$ cat src/rtl/fps_pkg.sv
package fps_pkg;

   localparam logic [7:0] CMD_SETUP  = 8'h40;
   localparam logic [7:0] CMD_VERIFY = 8'hC0;
   localparam logic [7:0] CMD_READ   = 8'h00;

   typedef enum logic [3:0] {
      S_IDLE,
      S_VPP,
      S_FETCH,
      S_SETUP,
      S_PROG,
      S_PWAIT,
      S_VCMD,
      S_VWAIT,
      S_READ,
      S_EXIT
   } seq_state_e;

   // Microseconds to clock cycles, rounded up so no interval is shortened.
   function automatic int unsigned us_to_cycles(input longint unsigned clk_hz,
                                                input longint unsigned us);
      longint unsigned prod;
      prod = clk_hz * us + 64'd999_999;
      return 32'(prod / 64'd1_000_000);
   endfunction

endpackage

$ cat src/rtl/fps_interval_timer.sv
module fps_interval_timer #(
   parameter int CNT_W = 16
) (
   input  logic             clk,
   input  logic             rst_n,
   input  logic             load_i,
   input  logic [CNT_W-1:0] len_i,
   output logic             expired_o
);

   logic             run_q;
   logic [CNT_W-1:0] cnt_q;

   assign expired_o = run_q && (cnt_q == '0);

   always_ff @(posedge clk or negedge rst_n) begin
      if (!rst_n) begin
         run_q <= 1'b0;
         cnt_q <= '0;
      end else if (load_i) begin
         run_q <= 1'b1;
         cnt_q <= len_i - CNT_W'(1);
      end else if (expired_o) begin
         run_q <= 1'b0;
      end else if (run_q) begin
         cnt_q <= cnt_q - CNT_W'(1);
      end
   end

   // a fresh interval longer than one cycle never expires at once
   a_r4_no_early_expiry: assert property (@(posedge clk) disable iff (!rst_n)
      (load_i && len_i > CNT_W'(1)) |=> !expired_o);

   // expiry is a single-cycle event
   a_r5_single_expiry: assert property (@(posedge clk) disable iff (!rst_n)
      (expired_o && !load_i) |=> !expired_o);

endmodule

$ cat src/rtl/fps_addr_walker.sv
module fps_addr_walker #(
   parameter int ADDR_W        = 18,
   parameter bit ALLOW_DESCEND = 1'b1
) (
   input  logic              clk,
   input  logic              rst_n,
   input  logic              load_i,
   input  logic [ADDR_W-1:0] first_i,
   input  logic [ADDR_W-1:0] last_i,
   input  logic              step_i,
   output logic [ADDR_W-1:0] cur_o,
   output logic              at_last_o
);

   logic [ADDR_W-1:0] cur_q;
   logic [ADDR_W-1:0] last_q;
   logic              down_q;
   logic              down_d;

   generate
      if (ALLOW_DESCEND) begin : g_bidir
         assign down_d = (first_i > last_i);
      end else begin : g_upward
         assign down_d = 1'b0;
      end
   endgenerate

   always_ff @(posedge clk or negedge rst_n) begin
      if (!rst_n) begin
         cur_q  <= '0;
         last_q <= '0;
         down_q <= 1'b0;
      end else if (load_i) begin
         cur_q  <= first_i;
         last_q <= last_i;
         down_q <= down_d;
      end else if (step_i) begin
         cur_q  <= down_q ? (cur_q - ADDR_W'(1)) : (cur_q + ADDR_W'(1));
      end
   end

   assign cur_o     = cur_q;
   assign at_last_o = (cur_q == last_q);

   // the controller never steps beyond the last address
   a_r10_no_step_past_last: assert property (@(posedge clk) disable iff (!rst_n)
      step_i |-> !at_last_o);

   // a step always moves to a different address
   a_r10_step_moves: assert property (@(posedge clk) disable iff (!rst_n)
      (step_i && !load_i) |=> (cur_o != $past(cur_o)));

endmodule

$ cat src/rtl/fps_pulse_counter.sv
module fps_pulse_counter #(
   parameter int MAXP = 25
) (
   input  logic clk,
   input  logic rst_n,
   input  logic clr_i,
   input  logic inc_i,
   output logic at_limit_o
);

   localparam int CW = $clog2(MAXP + 1);

   logic [CW-1:0] cnt_q;

   always_ff @(posedge clk or negedge rst_n) begin
      if (!rst_n) begin
         cnt_q <= CW'(1);
      end else if (clr_i) begin
         cnt_q <= CW'(1);
      end else if (inc_i) begin
         cnt_q <= cnt_q + CW'(1);
      end
   end

   assign at_limit_o = (cnt_q == CW'(MAXP));

   // the attempt number stays within 1..MAXP
   a_r7_count_in_range: assert property (@(posedge clk) disable iff (!rst_n)
      (cnt_q >= CW'(1)) && (cnt_q <= CW'(MAXP)));

   // no retry is requested once the limit is reached
   a_r8_no_retry_at_limit: assert property (@(posedge clk) disable iff (!rst_n)
      inc_i |-> !at_limit_o);

endmodule

$ cat src/rtl/flash_prog_seq.sv
module flash_prog_seq
   import fps_pkg::*;
#(
   parameter int ADDR_W        = 18,
   parameter int CLK_HZ        = 125_000_000,
   parameter int PROG_US       = 10,
   parameter int VERIFY_US     = 6,
   parameter int MAX_PULSES    = 25,
   parameter bit ALLOW_DESCEND = 1'b1
) (
   input  logic              clk,
   input  logic              rst_n,
   input  logic              start_i,
   input  logic [ADDR_W-1:0] first_addr_i,
   input  logic [ADDR_W-1:0] last_addr_i,
   input  logic              vpp_ready_i,
   output logic              dat_req_o,
   input  logic              dat_vld_i,
   input  logic [7:0]        dat_i,
   output logic              bus_req_o,
   output logic              bus_wr_o,
   output logic [ADDR_W-1:0] bus_addr_o,
   output logic [7:0]        bus_wdata_o,
   input  logic [7:0]        bus_rdata_i,
   input  logic              bus_done_i,
   output logic              busy_o,
   output logic              pass_o,
   output logic              fail_o,
   output logic [ADDR_W-1:0] fail_addr_o
);

   localparam int PROG_LEN = int'(us_to_cycles(64'(CLK_HZ), 64'(PROG_US)));
   localparam int VER_LEN  = int'(us_to_cycles(64'(CLK_HZ), 64'(VERIFY_US)));
   localparam int MAX_LEN  = (PROG_LEN > VER_LEN) ? PROG_LEN : VER_LEN;
   localparam int CNT_W    = $clog2(MAX_LEN + 1);

   initial begin
      if (ADDR_W < 1 || ADDR_W > 32)      $error("ADDR_W out of range");
      if (MAX_PULSES < 1)                 $error("MAX_PULSES must be at least 1");
      if (PROG_LEN < 1 || VER_LEN < 1)    $error("wait intervals must be at least one cycle");
   end

   seq_state_e        state_q, state_d;
   logic [7:0]        exp_q;
   logic              verdict_q, verdict_d;
   logic              pass_q, fail_q;
   logic [ADDR_W-1:0] fail_addr_q;

   logic              walk_load, walk_step, walk_last;
   logic [ADDR_W-1:0] cur_addr;
   logic              pc_clr, pc_inc, pc_limit;
   logic              tmr_load, tmr_exp;
   logic [CNT_W-1:0]  tmr_len;
   logic              exp_ld, fail_cap, finish;
   logic              byte_ok;

   fps_addr_walker #(
      .ADDR_W        (ADDR_W),
      .ALLOW_DESCEND (ALLOW_DESCEND)
   ) u_walker (
      .clk       (clk),
      .rst_n     (rst_n),
      .load_i    (walk_load),
      .first_i   (first_addr_i),
      .last_i    (last_addr_i),
      .step_i    (walk_step),
      .cur_o     (cur_addr),
      .at_last_o (walk_last)
   );

   fps_pulse_counter #(
      .MAXP (MAX_PULSES)
   ) u_pulses (
      .clk        (clk),
      .rst_n      (rst_n),
      .clr_i      (pc_clr),
      .inc_i      (pc_inc),
      .at_limit_o (pc_limit)
   );

   fps_interval_timer #(
      .CNT_W (CNT_W)
   ) u_timer (
      .clk       (clk),
      .rst_n     (rst_n),
      .load_i    (tmr_load),
      .len_i     (tmr_len),
      .expired_o (tmr_exp)
   );

   assign byte_ok = (bus_rdata_i == exp_q);

   always_comb begin
      state_d   = state_q;
      verdict_d = verdict_q;
      walk_load = 1'b0;
      walk_step = 1'b0;
      pc_clr    = 1'b0;
      pc_inc    = 1'b0;
      tmr_load  = 1'b0;
      tmr_len   = CNT_W'(PROG_LEN);
      exp_ld    = 1'b0;
      fail_cap  = 1'b0;
      finish    = 1'b0;
      case (state_q)
         S_IDLE: if (start_i) begin
            state_d   = S_VPP;
            walk_load = 1'b1;
            pc_clr    = 1'b1;
         end
         S_VPP:   if (vpp_ready_i) state_d = S_FETCH;
         S_FETCH: if (dat_vld_i) begin
            exp_ld  = 1'b1;
            state_d = S_SETUP;
         end
         S_SETUP: if (bus_done_i) state_d = S_PROG;
         S_PROG:  if (bus_done_i) begin
            state_d  = S_PWAIT;
            tmr_load = 1'b1;
            tmr_len  = CNT_W'(PROG_LEN);
         end
         S_PWAIT: if (tmr_exp) state_d = S_VCMD;
         S_VCMD:  if (bus_done_i) begin
            state_d  = S_VWAIT;
            tmr_load = 1'b1;
            tmr_len  = CNT_W'(VER_LEN);
         end
         S_VWAIT: if (tmr_exp) state_d = S_READ;
         S_READ:  if (bus_done_i) begin
            if (byte_ok) begin
               if (walk_last) begin
                  state_d   = S_EXIT;
                  verdict_d = 1'b1;
               end else begin
                  state_d   = S_FETCH;
                  walk_step = 1'b1;
                  pc_clr    = 1'b1;
               end
            end else if (pc_limit) begin
               state_d   = S_EXIT;
               verdict_d = 1'b0;
               fail_cap  = 1'b1;
            end else begin
               state_d = S_SETUP;
               pc_inc  = 1'b1;
            end
         end
         S_EXIT: if (bus_done_i) begin
            state_d = S_IDLE;
            finish  = 1'b1;
         end
         default: state_d = S_IDLE;
      endcase
   end

   always_ff @(posedge clk or negedge rst_n) begin
      if (!rst_n) begin
         state_q     <= S_IDLE;
         verdict_q   <= 1'b0;
         exp_q       <= '0;
         pass_q      <= 1'b0;
         fail_q      <= 1'b0;
         fail_addr_q <= '0;
      end else begin
         state_q   <= state_d;
         verdict_q <= verdict_d;
         if (exp_ld)    exp_q       <= dat_i;
         if (fail_cap)  fail_addr_q <= cur_addr;
         if (walk_load) begin
            pass_q <= 1'b0;
            fail_q <= 1'b0;
         end else if (finish) begin
            pass_q <= verdict_q;
            fail_q <= !verdict_q;
         end
      end
   end

   always_comb begin
      bus_req_o   = 1'b0;
      bus_wr_o    = 1'b1;
      bus_wdata_o = '0;
      case (state_q)
         S_SETUP: begin bus_req_o = 1'b1; bus_wdata_o = CMD_SETUP;  end
         S_PROG:  begin bus_req_o = 1'b1; bus_wdata_o = exp_q;      end
         S_VCMD:  begin bus_req_o = 1'b1; bus_wdata_o = CMD_VERIFY; end
         S_READ:  begin bus_req_o = 1'b1; bus_wr_o    = 1'b0;       end
         S_EXIT:  begin bus_req_o = 1'b1; bus_wdata_o = CMD_READ;   end
         default: ;
      endcase
   end

   assign bus_addr_o  = cur_addr;
   assign dat_req_o   = (state_q == S_FETCH);
   assign busy_o      = (state_q != S_IDLE);
   assign pass_o      = pass_q;
   assign fail_o      = fail_q;
   assign fail_addr_o = fail_addr_q;

   // no traffic while the supply is not yet ready
   a_r2_wait_supply: assert property (@(posedge clk) disable iff (!rst_n)
      ($rose(busy_o) && !vpp_ready_i) |=> (!bus_req_o && !dat_req_o));

   // a pending command holds its fields until the engine completes it
   a_r3_cmd_stable: assert property (@(posedge clk) disable iff (!rst_n)
      (bus_req_o && !bus_done_i) |=>
         (bus_req_o && $stable(bus_wr_o) && $stable(bus_addr_o) && $stable(bus_wdata_o)));

   // every run ends right after a completed 00h write
   a_r9_ends_with_read_cmd: assert property (@(posedge clk) disable iff (!rst_n)
      $fell(busy_o) |-> $past(bus_req_o && bus_done_i && bus_wr_o && bus_wdata_o == CMD_READ));

   // the expected-byte request waits for valid
   a_r11_fetch_hold: assert property (@(posedge clk) disable iff (!rst_n)
      (dat_req_o && !dat_vld_i) |=> dat_req_o);

   // a start during a run does not reload the address
   a_r12_start_no_reload: assert property (@(posedge clk) disable iff (!rst_n)
      (busy_o && start_i && state_q != S_READ) |=> $stable(bus_addr_o));

   // the two verdicts are exclusive
   a_r13_verdict_exclusive: assert property (@(posedge clk) disable iff (!rst_n)
      !(pass_o && fail_o));

   // a new run clears the verdicts
   a_r13_cleared_on_start: assert property (@(posedge clk) disable iff (!rst_n)
      (!busy_o && start_i) |=> (busy_o && !pass_o && !fail_o));

endmodule

$ cat config.mk
export PLATFORM = sky130hd
export DESIGN_NAME = flash_prog_seq
export DESIGN_NICKNAME = d
export VERILOG_FILES = /design/src/rtl/fps_pkg.sv /design/src/rtl/fps_interval_timer.sv /design/src/rtl/fps_addr_walker.sv /design/src/rtl/fps_pulse_counter.sv /design/src/rtl/flash_prog_seq.sv
export SDC_FILE = /design/constraint.sdc
export NUM_CORES = 1
export LEC_CHECK = 0
export BUFFER_PORTS_ARGS = -buffer_cell sky130_fd_sc_hd__buf_2
export CAP_MARGIN = 20
export CORE_ASPECT_RATIO = 1.75
export CORE_MARGIN = 2
export CORE_UTILIZATION = 36
export CTS_BUF_LIST = sky130_fd_sc_hd__clkbuf_16
export DETAILED_ROUTE_END_ITERATION = 10
export SYNTH_ARGS = -nofsm -noshare
export SYNTH_HDL_FRONTEND = slang
export SYNTH_SLANG_ARGS = --single-unit
$ cat constraint.sdc
create_clock -name clk -period 2.95 [get_ports clk]
set_input_delay 0.1475 -clock clk [delete_from_list [all_inputs] [get_ports clk]]
set_output_delay 0.1475 -clock clk [all_outputs]
set_load 0.005 [all_outputs]
---- Word level (Yosys, flattened, before mapping) ----
Cells that the tools add are included.
storage, ports and cells
  flip-flop bits (word level) ............. 87
  bits in latches ......................... 0
  bits in writable memories ............... 0
  memory bits (read-only) ................. 0
  input bits .............................. 58
  output and inout port bits .............. 50
  logic and storage cells ................. 114
  memories ................................ 0
operators by class
  add/subtract/negate cells ............... 5
  $mul .................................... 0
  div/mod/pow operators ................... 0
  $lt $le $gt $ge ......................... 1
  eq/ne operators ......................... 24
  shift operators ......................... 0
  mux-type cells .......................... 56
  bitwise logic cells ..................... 0
  reductions and logical operators ........ 16
operators with widths
  operator                                             number
  2-to-1 mux 11 bit                                    5
  2-to-1 mux 18 bit                                    3
  2-to-1 mux 4 bit                                     13
  case mux 4 bit (10 select lines)                     1
  2-to-1 mux 1 bit                                     30
  case mux 8 bit (3 select lines)                      1
  subtractor 11 x 1 -> 11 bit, second input constant   2
  != test 2 bit, second input constant                 10
  adder 18 x 1 -> 18 bit, second input constant        1
  equality test 18 bit                                 1
  > comparator 18 bit                                  1
  subtractor 18 x 1 -> 18 bit, second input constant   1
  equality test 4 x 3 -> 1 bit, second input constant  4
  nonzero test 2 bit                                   6
  logical NOT 11 bit                                   1
  2-to-1 mux 5 bit                                     2
  AND reduction 10 bit                                 1
  equality test 4 x 2 -> 1 bit, second input constant  2
  equality test 4 bit, second input constant           2
  equality test 8 bit                                  1
  adder 5 x 1 -> 5 bit, second input constant          1
  equality test 5 bit, second input constant           1
  OR reduction 5 bit                                   1
  equality test 4 x 1 -> 1 bit, second input constant  1
  other kinds (9)                                      10

---- Longest topological paths before layout ----
Gate-level depths: netlist (run 1).
  depth in word-level cells ............... 7
  gate-level depth with buffers ........... 10
  depth with buffers taken out ............ 9

---- Modules after synthesis ----
A second synthesis (run 1) with hierarchy kept.
second synthesis, totals
  cells, all modules ...................... 590
  area total of the unflattened synthesis .. 5,911.9 µm²
modules (own cells, without submodules)
  module              instances  cells an instance  area each (µm²)  seq. area each (µm²)
  fps_addr_walker     1          312                2,922.8          925.9
  flash_prog_seq      1          161                1,800.5          825.8
  fps_interval_timer  1          92                 904.6            300.3
  fps_pulse_counter   1          25                 284.0            126.4

---- Worst setup path after synthesis (run 1) ----
OpenSTA, ideal clock, no wires.
  path kind ............................... reg2reg
  from .................................... register u_walker.down_q
  to ...................................... register u_walker.cur_q[15], in the netlist u_walker.cur_o[15]
  setup time .............................. 0.131 ns
  arrival time ............................ 2.638 ns
  required time ........................... 2.819 ns
  path slack .............................. 0.181 ns
  stages on the path, launching flop included .. 9
  path buffers ............................ 0
  period minus slack after synthesis ...... 2.769 ns
  cells stage by stage .................... dfrtp_1 > ha_1 > a2111oi_2 > a211oi_1 > o32a_1 > and3_1 > a221o_1 > nor4b_1 > nor3_1
between the ends
  longest elaborated chain between the ends .. 3
RTL lines
  item                    line                   source
  start, declared         fps_addr_walker.sv:17  logic down_q;
  start signal, assigned  fps_addr_walker.sv:36  down_q <= down_d;
  2-to-1 mux 18 bit       fps_addr_walker.sv:38  cur_q <= down_q ? (cur_q - ADDR_W'(1)) : (cur_q + ADDR_W'(1));
  2-to-1 mux 18 bit       fps_addr_walker.sv:37  end else if (step_i) begin
  2-to-1 mux 18 bit       fps_addr_walker.sv:33  end else if (load_i) begin
  end signal, assigned    fps_addr_walker.sv:34  cur_q <= first_i;
  end signal, assigned    fps_addr_walker.sv:38
  end, declared           fps_addr_walker.sv:15  logic [ADDR_W-1:0] cur_q;
Every way passes these cells. The select of a mux whose other input is x is not followed.
A chain may end at the register's enable or synchronous reset.

---- Final worst setup path (run 1) ----
  from .................................... register u_walker.down_q
  to ...................................... register u_walker.cur_q[17], in the netlist u_walker.cur_o[17]
The elaborated chain is that of the path after synthesis.

==> impl_metrics.csv, run 1 <==
group,metric,value,unit
critical_path,cp-startpoint,"u_walker.down_q$_DFFE_PN0P_",
critical_path,r2r_start,"u_walker.down_q$_DFFE_PN0P_",
floorplan,die_h,167,um
sta,fin_tns_setup,0,ns
power,internal_power,3770,uW
routing,drc,0,
floorplan,start_util,0.367,
yosys,syn-num-nets,682,
yosys,synth_top_family_by_area,"simple AND/OR/NAND/NOR gates",
routing,vias,4782,
sta,fmax,365,MHz
clocking,clkLatencyLatePin,0.34,ns
critical_path,r2r_end,"u_walker.cur_o[17]$_DFFE_PN0P_",
yosys,synthMuxAreaShare,0.0665,
critical_path,crit_slowest_cell,"dfrtp_1",
critical_path,cp-start-kind,"flop",
power,ir_drop,0.000400,V
floorplan,die_x,97.2,um
yosys,synth_fa_ha_area_frac,0.0882,
global_route,grt_pass1_wl,25700,um
global_route,antenna_found_initial,0,
power,switchingPower,2710,uW
sta,worstMarginPinSlew,0.975,ns
critical_path,crit_required,3.17,ns
cells_and_area,layout.nets,803,
power,clkPwrFrac,0.188,
critical_path,path_buf_inv,2,
critical_path,reg2reg_depth,10,
floorplan,rows,59,
global_route,grt_overflow_total,0,
critical_path,crit_family,"simple AND/OR/NAND/NOR gates",
global_route,grt_pass1_vias,4856,
sta,slew_viol_final,0,
routing,firstDrtPassIters,4,
sta,relSlewSlack,0.350,
placement,dp_hpwl,12900,um
floorplan,dieArea,16300,um^2
yosys,synth-edff-count,0,
critical_path,cpPeakStageDelay,0.46,ns
sta,finalClockSkew,0.00714,ns
yosys,ys_ff_latch,87,
yosys,syn-cell-area,5480,um^2
sta,rsz0062_at_grt,"false",
placement,place.port_buffers,107,
sta,min_period,2.74,ns
clocking,cts-resized-gates,0,
sta,hold_ws,0.0281,ns
yosys,ys.flop_type,"dfrtp_1",
critical_path,worst-setup-path-type,"reg -> reg",
power,p_comb_frac,0.488,
min_path,hold_path.class,"in -> reg",
clocking,htree_levels,3,
critical_path,cp.arrival,2.96,ns
critical_path,crit_fanout,12,
power,seqPwrFrac,0.323,
critical_path,crit_path_cell_trace,"buf_4 -> buf_4 -> ha_1 -> a21oi_1 -> o21ai_0 -> or4_1 -> o2111ai_1 -> and4bb_1 -> xnor2_1 -> a21oi_1",
sta,hold_viol_final,0,
global_route,grt_util_all_layers,0.201,
power,netSwitchingFraction,0.419,
yosys,synthXorXnorAreaFrac,0.0848,
clocking,cts_buffer_depth,2,
routing,drt_iter0_markers,153,
critical_path,rrSetupSlack,0.21,ns
routing,wire_per_inst,18.1,um
routing,vias_per_cell,5.34,
yosys,synthSimpleGateAreaFrac,0.174,
placement,place_congestion,0.866,
clocking,cts_root_buf,"clkbuf_16",
clocking,cts_tree,"done",
power,cellLeakagePower,0.00326,uW
yosys,avgSynthCellArea,9.35,um^2
floorplan,pin_count,108,
routing,wl,16200,um
power,fin_total_pwr,6480,uW
sta,post-route-period-util,0.929,
placement,place_area,6350,um^2
flow_run,drv_cap,0,
clocking,cts_setup_buffers,0,
cells_and_area,final_area,6670,um^2
global_route,grt_start_max_net_pins,72,
yosys,synthArstFlopShare,1.00,
yosys,yosysWarnings,0,
floorplan,coreArea,14900,um^2
sta,setup_viol_count_final,0,
clocking,clkTransAtPathRegs,0.06,ns
yosys,synth_cells,586,
critical_path,endpoint,"u_walker.cur_o[17]$_DFFE_PN0P_",
run_status,outcome,"finished, final reports clean",
clocking,cts_hold_buf,1,
yosys,synth_compound_area_frac,0.154,
critical_path,crit_path_end_kind,"flop",
cells_and_area,drive_gt1_frac,0.239,
clocking,numCtsBuffers,9,
routing,antenna_left,0,
cells_and_area,area_growth,21.8,%
clocking,cts.sinks,87,
yosys,seq_area_frac_synth,0.398,
critical_path,cp_num_cells,10,
yosys,ys_types,63,
power,power.density,971,nW/um^2
cells_and_area,num_antenna_cells,0,
==> cells by family after synthesis <==
family          Yosys count
buf+inv                  49
fa+ha+maj                38
flops                    87
xor+xnor                 53
compound gates          136
simple gates            190
mux                      33
==> power groups by stage <==
stage                     sequential (uW)  clock (uW)  combinational (uW)
after floorplan                      1970           0                2230
final                                2100        1220                3160
after detailed placement             2120           0                3160
after CTS                            2100        1260                3190
after global placement               2100           0                3120
after global routing                 2150        1290                3530
==> layer usage <==
| layer | vias up | wire length [um] | global-route usage |
|---|---|---|---|
| met1 | 2261 | 5850 | 0.207 |
| met2 | 165 | 8870 | 0.384 |
| met3 | 37 | 736 | 0.0326 |
| li1 | 2319 | - | - |
| met5 | - | 0 | 0 |
| met4 | 0 | 789 | 0.103 |
==> registers in the layout, summed over array words and instances (netlist names) <==
register / flops
u_timer.cnt_q: 11
u_walker.cur_o: 18
u_walker.last_q: 18
state_q: 4
u_timer.run_q: 1
exp_q: 8
pass_o: 1
fail_o: 1
u_walker.down_q: 1
u_pulses.cnt_q: 5
verdict_q: 1
fail_addr_o: 18
==> tightest hold or removal path, stage by stage <==
cell	delay [ns]
buf_2	0.09
nand2_1	0.05
nand2_1	0.05
==> area by class of cell <==
class | count | area [um^2]
Sequential cell | 87 | 2180
Multi-Input combinational cell | 450 | 3120
Clock buffer | 9 | 225
Tap cell | 183 | 229
Timing Repair Buffer | 129 | 718
Fill cell | 1502 | 8240
Clock inverter | 7 | 90.1
Inverter | 30 | 113
==> cell usage in the layout (no fill, tap or decap), drive strengths merged, types with 8 or more instances in the layout <==
cell    Yosys  layout
mux2       27      27
nor2       42      42
nor3       13      13
nand2b      8       8
ha         37      37
inv        30      32
nand4      11      11
buf         5     128
nand2      62      62
clkbuf     14       9
dfrtp      86      86
a21o       12      12
xor2       21      21
o21ai      46      46
xnor2      32      32
a21oi      45      45
nor4        9       9
nand3      11      11
==> cells in the mapped netlist, drive strengths merged (5+ instances only) <==
| cell | count | area (um^2) |
|---|---|---|
| a211oi | 5 | 37.5 |
| a21o | 12 | 90.1 |
| a21oi | 45 | 225 |
| and2 | 6 | 37.5 |
| buf | 5 | 23.8 |
| clkbuf | 14 | 52.6 |
| dfrtp | 86 | 2150 |
| ha | 37 | 463 |
| inv | 30 | 113 |
| mux2 | 27 | 304 |
| mux2i | 6 | 60.1 |
| nand2 | 62 | 233 |
| nand2b | 8 | 50.1 |
| nand3 | 11 | 55.1 |
| nand4 | 11 | 68.8 |
| nor2 | 42 | 163 |
| nor2b | 6 | 37.5 |
| nor3 | 13 | 65.1 |
| nor4 | 9 | 71.3 |
| o21ai | 46 | 234 |
| o22ai | 5 | 31.3 |
| or3 | 5 | 36.3 |
| xnor2 | 32 | 280 |
| xor2 | 21 | 184 |
==> per-stage QoR <==
step / util / cells / worst slack (ns)
final: 0.447 / 895 / 0.210
after global routing: 0.447 / 895 / 0.000384
after floorplan: - / 586 / 0.181
after CTS: 0.447 / 895 / 0.217
after global placement: 0.426 / 878 / 0.334
after detailed placement: 0.426 / 878 / 0.265
==> how the worst min path moves through the flow <==
stage	startpoint	endpoint	slack, ns	cells after the start
6_report	last_addr_i[0]	u_walker.last_q[0]$_DFFE_PN0P_	0.03	3
5_1_grt	last_addr_i[0]	u_walker.last_q[0]$_DFFE_PN0P_	0.04	3
4_1_cts	last_addr_i[0]	u_walker.last_q[0]$_DFFE_PN0P_	0.02	3
3_5_place_dp	rst_n	u_walker.last_q[7]$_DFFE_PN0P_	0.37	1
3_3_place_gp	rst_n	exp_q[3]$_DFFE_PN0P_	0.35	1
2_1_floorplan	rst_n	exp_q[0]$_DFFE_PN0P_	-0.15	0
(Power assumes the default switching activity.)
==> run 2, diff against run 1 <==
--- a/config.mk
+++ b/config.mk
@@ -7,7 +7,7 @@
 export LEC_CHECK = 0
 export BUFFER_PORTS_ARGS = -buffer_cell sky130_fd_sc_hd__buf_2
 export CAP_MARGIN = 20
-export CORE_ASPECT_RATIO = 1.75
+export CORE_ASPECT_RATIO = 0.7
 export CORE_MARGIN = 2
 export CORE_UTILIZATION = 36
 export CTS_BUF_LIST = sky130_fd_sc_hd__clkbuf_16
==> impl_metrics.csv, run 2 (synthesis results as in run 1) <==
group,metric,value,unit
critical_path,crit_fanout,9,
power,fin_total_pwr,6440,uW
cells_and_area,final_cell_mix,"buf_2, dfrtp_1, nand2_1, a21oi_1, nor2_1",
routing,drt_iter0_markers,321,
routing,drc,0,
placement,place.port_buffers,107,
global_route,grt_pass1_vias,4631,
global_route,antenna_found_initial,0,
critical_path,crit_slowest_cell,"dfrtp_1",
floorplan,start_util,0.371,
cells_and_area,area_growth,21.4,%
clocking,cts_tree,"done",
critical_path,crit_required,3.17,ns
clocking,clkTransAtPathRegs,0.07,ns
floorplan,die_x,151,um
placement,dp_hpwl,10800,um
critical_path,worst-setup-path-type,"reg -> reg",
sta,setup_slack,0.199,ns
critical_path,cp-start-kind,"flop",
critical_path,cpPeakStageDelay,0.51,ns
floorplan,pin_count,108,
power,seqPwrFrac,0.323,
routing,wl,14300,um
sta,post-route-period-util,0.932,
clocking,cts_root_buf,"clkbuf_16",
sta,rsz0062_at_grt,"false",
routing,vias,4706,
global_route,grt_pass1_wl,23600,um
global_route,grt_util_all_layers,0.188,
routing,wire_per_inst,15.9,um
power,cellLeakagePower,0.00324,uW
flow_run,drv_cap,0,
sta,hold_viol_final,0,
critical_path,path_buf_inv,0,
floorplan,coreArea,14800,um^2
sta,min_period,2.75,ns
power,power.density,969,nW/um^2
clocking,cts_setup_buffers,0,
sta,setup_viol_count_final,0,
routing,wl_met2,6370,um
critical_path,cp.arrival,2.97,ns
sta,fmax,364,MHz
power,p_comb_frac,0.469,
floorplan,die_h,107,um
clocking,numCtsBuffers,9,
sta,worstMarginPinSlew,0.900,ns
placement,place_congestion,0.899,
critical_path,r2r_start,"u_walker.down_q$_DFFE_PN0P_",
placement,dp_slack,0.265,ns
cells_and_area,drive_gt1_frac,0.230,
power,clkPwrFrac,0.207,
critical_path,crit_path_end_kind,"flop",
cells_and_area,layout_commonest_cell,"buf_2",
sta,slew_viol_final,0,
sta,finalClockSkew,0.00608,ns
critical_path,cp-startpoint,"u_walker.down_q$_DFFE_PN0P_",
power,internal_power,3820,uW
global_route,grt_start_max_net_pins,67,
clocking,htree_levels,3,
routing,met3WireLength,750,um
sta,relSlewSlack,0.400,
routing,wl_met1,7090,um
clocking,clkLatencyLatePin,0.35,ns
sta,fin_tns_setup,0,ns
critical_path,crit_family,"compound AO/OA/AOI/OAI gates",
cells_and_area,layout.nets,795,
power,ir_drop,0.000463,V
clocking,cts_buffer_depth,2,
floorplan,dieArea,16200,um^2
floorplan,rows,37,
min_path,hold_path.class,"in -> reg",
min_path,hold_start,"first_addr_i[0]",
routing,route.top_layer_used,"met4",
cells_and_area,num_antenna_cells,0,
power,netSwitchingFraction,0.407,
critical_path,crit_path_cell_trace,"ha_1 -> a2111oi_2 -> a211oi_1 -> o32a_1 -> and3_1 -> a221o_1 -> nor4b_1 -> nor3_1",
power,switchingPower,2620,uW
clocking,cts.sinks,87,
run_status,outcome,"finished, final reports clean",
global_route,grt_overflow_total,0,
routing,firstDrtPassIters,5,
routing,antenna_left,0,
critical_path,rrSetupSlack,0.20,ns
routing,vias_per_cell,5.23,
-- run 2: path summary, 6_finish.rpt --
check / end / depth (start not counted)
hold / removal: u_walker.cur_o[0]$_DFFE_PN0P_ / 3
max in group asynchronous: fail_addr_o[16]$_DFFE_PN0P_ / 3
setup / recovery: u_walker.cur_o[15]$_DFFE_PN0P_ / 8
min in group asynchronous: u_walker.last_q[4]$_DFFE_PN0P_ / 2
hold reg to reg: fail_addr_o[16]$_DFFE_PN0P_ / 1
setup reg to reg: u_walker.cur_o[15]$_DFFE_PN0P_ / 8
-- run 2: final cells by class --
cell class | count | area, um^2
Sequential cell | 87 | 2180
Tap cell | 195 | 244
Clock buffer | 9 | 225
Fill cell | 1441 | 8120
Timing Repair Buffer | 121 | 658
Multi-Input combinational cell | 450 | 3110
Inverter | 30 | 113
Clock inverter | 7 | 119
-- run 2: power by group through the flow --
stage	Clock, uW	Combinational [uW]	Sequential, uW
4_1_cts	1370	3020	2090
2_1_floorplan	0	2230	1970
5_1_grt	1430	3410	2150
6_report	1340	3020	2080
3_5_place_dp	0	3000	2100
3_3_place_gp	0	2950	2070
-- run 2: routing by layer --
metal  global-route usage  vias to the layer above
met5                    0                        -
met2                0.289                      121
met4               0.0454                        0
met1                0.268                     2273
met3               0.0417                       13
li1                     -                     2299
-- run 2: through the flow --
step                cell area [um^2]  hold slack (ns)  cells   util
finish                          6650           0.0216    899  0.450
global route                    6650           0.0102    899  0.450
CTS                             6650          0.00949    899  0.450
detailed placement              6290            0.331    882  0.426
global placement                6290            0.320    882  0.426
floorplan                       5480           -0.148    586      -
-- run 2: worst register-to-register path, stage by stage, from the launching register on --
cell and delay [ns]:
dfrtp_1 0.51, ha_1 0.40, a2111oi_2 0.43, a211oi_1 0.16, o32a_1 0.23, and3_1 0.21, a221o_1 0.29, nor4b_1 0.29
nor3_1 0.10
-- run 2: timing repair --
item | CTS | global route
hold buffers | 1 | 0
resized for setup | 0 | 0
hold endpoints to repair | 63 | 0
